<file path="config.mk">
export PLATFORM = sky130hd
export DESIGN_NAME = dual_read_regfile
export DESIGN_NICKNAME = d
export VERILOG_FILES = /design/src/rtl/rf_pkg.sv /design/src/rtl/rf_bank.sv /design/src/rtl/rf_read_port.sv /design/src/rtl/dual_read_regfile.sv
export SDC_FILE = /design/constraint.sdc
export NUM_CORES = 1
export LEC_CHECK = 0
export BUFFER_PORTS_ARGS = -buffer_cell sky130_fd_sc_hd__buf_2
export CORE_MARGIN = 3
export CORE_UTILIZATION = 40
export DETAILED_ROUTE_END_ITERATION = 6
export PLACE_DENSITY_LB_ADDON = 0.08
export SYNTH_ARGS = -nofsm -noshare
export SYNTH_HDL_FRONTEND = slang
export SYNTH_SLANG_ARGS = --single-unit
</file>
<file path="constraint.sdc">
create_clock -name clk -period 3.58 [get_ports clk]
set_clock_uncertainty 0.15 [all_clocks]
set_input_delay 0.179 -clock clk [delete_from_list [all_inputs] [get_ports clk]]
set_output_delay 0.179 -clock clk [all_outputs]
set_load 0.02 [all_outputs]
</file>
<file path="src/rtl/rf_pkg.sv">
package rf_pkg;

  // What a read returns when it hits the register being written this cycle
  typedef enum logic {
    HIT_OLD = 1'b0,
    HIT_NEW = 1'b1
  } hit_policy_e;

  localparam int NUM_RD_PORTS = 2;

endpackage

</file>
<file path="src/rtl/rf_bank.sv">
// One storage copy: a single write port and a single combinational read port.
module rf_bank #(
  parameter int DATA_W         = 32,
  parameter int DEPTH          = 32,
  parameter bit CLEAR_ON_RESET = 1'b0,
  localparam int ADDR_W        = $clog2(DEPTH)
) (
  input  logic              clk,
  input  logic              rst_n,
  input  logic              wr_en,
  input  logic [ADDR_W-1:0] wr_addr,
  input  logic [DATA_W-1:0] wr_data,
  input  logic [ADDR_W-1:0] rd_addr,
  output logic [DATA_W-1:0] rd_data
);

  logic [DATA_W-1:0] mem [DEPTH];

  generate
    if (CLEAR_ON_RESET) begin : g_clear
      always_ff @(posedge clk or negedge rst_n) begin
        if (!rst_n) begin
          for (int i = 0; i < DEPTH; i++) begin
            mem[i] <= '0;
          end
        end else if (wr_en) begin
          mem[wr_addr] <= wr_data;
        end
      end
    end else begin : g_noclear
      always_ff @(posedge clk) begin
        if (wr_en) begin
          mem[wr_addr] <= wr_data;
        end
      end
    end
  endgenerate

  assign rd_data = mem[rd_addr];


  write_lands_chk: assert property (@(posedge clk) disable iff (!rst_n)
    wr_en |=> (mem[$past(wr_addr)] == $past(wr_data)));


  hold_chk: assert property (@(posedge clk) disable iff (!rst_n)
    ($past(!wr_en) && $stable(rd_addr)) |-> $stable(rd_data));

endmodule

</file>
<file path="src/rtl/rf_read_port.sv">
// Write-to-read forwarding for one read port (used only with the new-data policy).
module rf_read_port #(
  parameter int DATA_W = 32,
  parameter int ADDR_W = 5
) (
  input  logic              wr_en,
  input  logic [ADDR_W-1:0] wr_addr,
  input  logic [DATA_W-1:0] wr_data,
  input  logic [ADDR_W-1:0] rd_addr,
  input  logic [DATA_W-1:0] bank_data,
  output logic [DATA_W-1:0] rd_data
);

  logic hit;

  always_comb begin
    hit     = wr_en && (wr_addr == rd_addr);
    rd_data = hit ? wr_data : bank_data;
  end

endmodule

</file>
<file path="src/rtl/dual_read_regfile.sv">
module dual_read_regfile
  import rf_pkg::*;
#(
  parameter int          DATA_W         = 32,
  parameter int          DEPTH          = 32,
  parameter hit_policy_e HIT_POLICY     = HIT_NEW,
  parameter bit          CLEAR_ON_RESET = 1'b0,
  localparam int         ADDR_W         = $clog2(DEPTH)
) (
  input  logic              clk,
  input  logic              rst_n,
  input  logic              wr_en,
  input  logic [ADDR_W-1:0] wr_addr,
  input  logic [DATA_W-1:0] wr_data,
  input  logic [ADDR_W-1:0] rd_addr_a,
  output logic [DATA_W-1:0] rd_data_a,
  input  logic [ADDR_W-1:0] rd_addr_b,
  output logic [DATA_W-1:0] rd_data_b
);

  logic [ADDR_W-1:0] rd_addr_v [NUM_RD_PORTS];
  logic [DATA_W-1:0] bank_v    [NUM_RD_PORTS];
  logic [DATA_W-1:0] rd_v      [NUM_RD_PORTS];

  assign rd_addr_v[0] = rd_addr_a;
  assign rd_addr_v[1] = rd_addr_b;
  assign rd_data_a    = rd_v[0];
  assign rd_data_b    = rd_v[1];

  // One bank per read port; every bank sees the same write broadcast
  generate
    for (genvar g = 0; g < NUM_RD_PORTS; g++) begin : g_port
      rf_bank #(
        .DATA_W        (DATA_W),
        .DEPTH         (DEPTH),
        .CLEAR_ON_RESET(CLEAR_ON_RESET)
      ) u_bank (
        .clk    (clk),
        .rst_n  (rst_n),
        .wr_en  (wr_en),
        .wr_addr(wr_addr),
        .wr_data(wr_data),
        .rd_addr(rd_addr_v[g]),
        .rd_data(bank_v[g])
      );

      if (HIT_POLICY == HIT_NEW) begin : g_fwd
        rf_read_port #(
          .DATA_W(DATA_W),
          .ADDR_W(ADDR_W)
        ) u_rport (
          .wr_en    (wr_en),
          .wr_addr  (wr_addr),
          .wr_data  (wr_data),
          .rd_addr  (rd_addr_v[g]),
          .bank_data(bank_v[g]),
          .rd_data  (rd_v[g])
        );
      end else begin : g_direct
        assign rd_v[g] = bank_v[g];
      end
    end
  endgenerate


  banks_match_chk: assert property (@(posedge clk) disable iff (!rst_n)
    ($past(wr_en) && !wr_en && (rd_addr_a == $past(wr_addr)) && (rd_addr_b == rd_addr_a))
      |-> (rd_data_a == rd_data_b));

  generate
    if (HIT_POLICY == HIT_NEW) begin : g_fwd_chk

      bypass_new_chk: assert property (@(posedge clk) disable iff (!rst_n)
        (wr_en && (rd_addr_b == wr_addr)) |-> (rd_data_b == wr_data));
    end
  endgenerate

endmodule

</file>
==> out/metrics.yaml <==
hold_path:
  min-delay-path-class: "in -> reg"
cts:
  cts_resized: 0
  cts-root-buf: "clkbuf_16"
  cts_setup_buffers: 0
  clockBufferDepth: 3
  cts_sinks: 1024
  path_clk_slew_ns: 0.06
  htreeDepth: 3
  cts_tree: "built"
  cts_buffers: 114
  cts_hold_buf: 32
global_routing:
  antenna_found_initial: 10
  grt_max_degree: 70
  grt_pass1_vias: 30100
  gr-total-overflow: 0
  grt_use_total_pct: 26.3
  grt_pass1_wl_mm: 232
placed_design:
  place_inst: 4337
  place.detailed.hpwl_mm: 100
  portBuffers: 112
  placed_area_sq_um: 51500
  finalWeightedCongestion: 0.795
synth:
  ys_seq_area_share_pct: 64.0
  synth_top_family_by_area: "multiplexers"
  synthFlopType: "edfxtp_1"
  yosysTopAreaCell: "edfxtp_1"
  synthCells: 2672
  ys_ff_latch: 1024
  synthAdderAreaFrac_pct: 0
  synth_area_sq_um: 48100
  synth_top_area_share_pct: 64.0
  synth_warnings: 0
  synth_nets: 2722
  synth_simple_gate_area_share_pct: 3.14
  synth_cell_types: 53
  synthArstFlopShare_pct: 0
  synth_edf_count: 1024
  synthMuxAreaShare_pct: 23.3
  synthTopCellsByArea: "edfxtp_1, mux4_2, mux2i_1, a22oi_1, a22o_1"
  synth_most_common_cell: "edfxtp_1"
  ys_top_cells_by_count: "edfxtp_1, mux2i_1, mux4_2"
  syn_area_per_cell_sq_um: 18.0
  synth_compound_area_share_pct: 6.64
  synth_xor_area_share_pct: 0.182
sta:
  finalSetupViolCount: 0
  fmax_mhz: 299
  finalCriticalPeriod_ns: 3.34
  rsz0062_at_grt: "no"
  worst_pin_slew_ns: 1.14
  setup_tns_ns: 0
  finalHoldViolations: 0
  finalCritPeriodShare_pct: 93.4
  whs_ns: 0.0510
  maxSlewViolCount: 0
  timing.slew.headroom_pct: 23.7
drt:
  drt_iter0_markers: 3058
  num_vias: 29200
  ant_nets: 0
  vias_per_cell: 6.38
  first_pass_iters: 6
  wl_per_cell_um: 36.1
  drc_errors: 0
  wirelength_mm: 165
cells_and_area:
  largest_register_ffs: 1024
  fin_area_sq_um: 55500
  top_register: "g_port.u_bank.mem"
  final-instance-count-excl-fill: 4582
  syn_to_final_growth_pct: 15.4
  nets: 2935
  drive_gt1_share_pct: 28.8
  reg.largest.list: "g_port.u_bank.mem (1024)"
power:
  ir_drop_mv: 0.406
  p_leak_nw: 18.4
  p_per_area_nw_per_um2: 497
run_status:
  status: "finished clean"
setup_path:
  crit_family: "compound AO/OA/AOI/OAI gates"
  critPathKind: "reg -> out"
  path_buf_inv: 2
  cp_cell_sequence: "mux4_2, a22o_1, a211oi_1, buf_4, o41ai_2, buf_2"
  cp.arrival_ns: 3.01
  cp_data_required_time_ns: 3.25
  worst_path_max_delay_cell: "a211oi_1"
  crit_fanout: 2
  critPathMaxStageDelay_ns: 0.58
  critPathLaunchType: "register"
  cp-end-kind: "output port"
floorplanning:
  pin_count: 114
  initial_core_util_pct: 40.5
  die_w_um: 353
  die-area_sq_um: 124000
  core_sq_um: 119000
  die_height_um: 353
  rows: 126
run:
  max-cap-violations: 0
## worst min-delay path, stage by stage
cell,delay (ns)
buf_2,0.14
nand3_1,0.07
buf_4,0.26
nor2_4,0.08
## routing by layer
layer | track usage (%) | part of all wire [%] | routed length (um)
met5 | 0 | 0.025 | 41
met1 | 36.3 | 42 | 68800
met2 | 43.5 | 49 | 80400
met4 | 7.84 | 3.0 | 5000
met3 | 3.77 | 6.7 | 11000
## layout by cell type (no fill, tap or decap), types with 18 or more instances in the layout
master         synthesis  layout
mux4_2               332     332
a22oi_1              132     132
nor2b_1               27      24
nand3_1               25      25
clkbuf_16              0     115
o22ai_1               54      54
mux2i_1              341     341
a211oi_1              35      35
buf_12                 0      36
clkinv_1               0      30
clkbuf_1              68      18
edfxtp_1            1024    1024
o21ai_0               43      43
nand2_1               99      99
buf_4                 49     143
nor3_1                24      24
buf_2                 78     106
o221ai_1              21      21
nor2_4                 0      33
dlygate4sd3_1          0      32
nand2b_1              23      23
a22o_1                55      55
a32oi_1               24      24
a221oi_1              21      21
clkinv_2               0      31
## stage by stage
stage	util (%)	total power [W]	setup slack, ns
floorplan	-	0.0151	0.661
global placement	43.4	0.0162	0.381
detailed placement	43.4	0.0162	0.313
CTS	46.7	0.0277	0.236
global route	46.7	0.0284	0.191
finish	46.7	0.0275	0.237
## cell type report
type	instances	area [sq um]
antenna	1	2.50
clock buffer	133	2950
clock inverter	79	718
fill	9996	63200
inverter	1	3.75
multi-input combinational	1421	16300
sequential	1024	30700
tap	1600	2000
timing repair buffer	323	2730
## worst paths after layout
| kind | startpoint | endpoint | cells after the start |
|---|---|---|---|
| max | g_port[1].u_bank.mem[31][27] | rd_data_a[27] | 6 |
| min | wr_addr[0] | g_port[1].u_bank.mem[19][30] | 4 |
## cells by family after synthesis
kind of cell	after synthesis
multiplexers	692
AO/OA/AOI/OAI	422
AND/OR/NAND/NOR	297
XOR/XNOR	10
buffers and inverters	227
flip-flops	1024
## where the power goes
group / leakage [nW] / internal [W] / switching, W / total (W)
combinational: 7.40 / 0.000989 / 0.00163 / 0.00262
clock: 1.82 / 0.00666 / 0.00485 / 0.0115
sequential: 9.22 / 0.0133 / 0.0000594 / 0.0134
total: 18.4 / 0.0210 / 0.00654 / 0.0275
No activity file was read; power rests on OpenSTA's default activity.
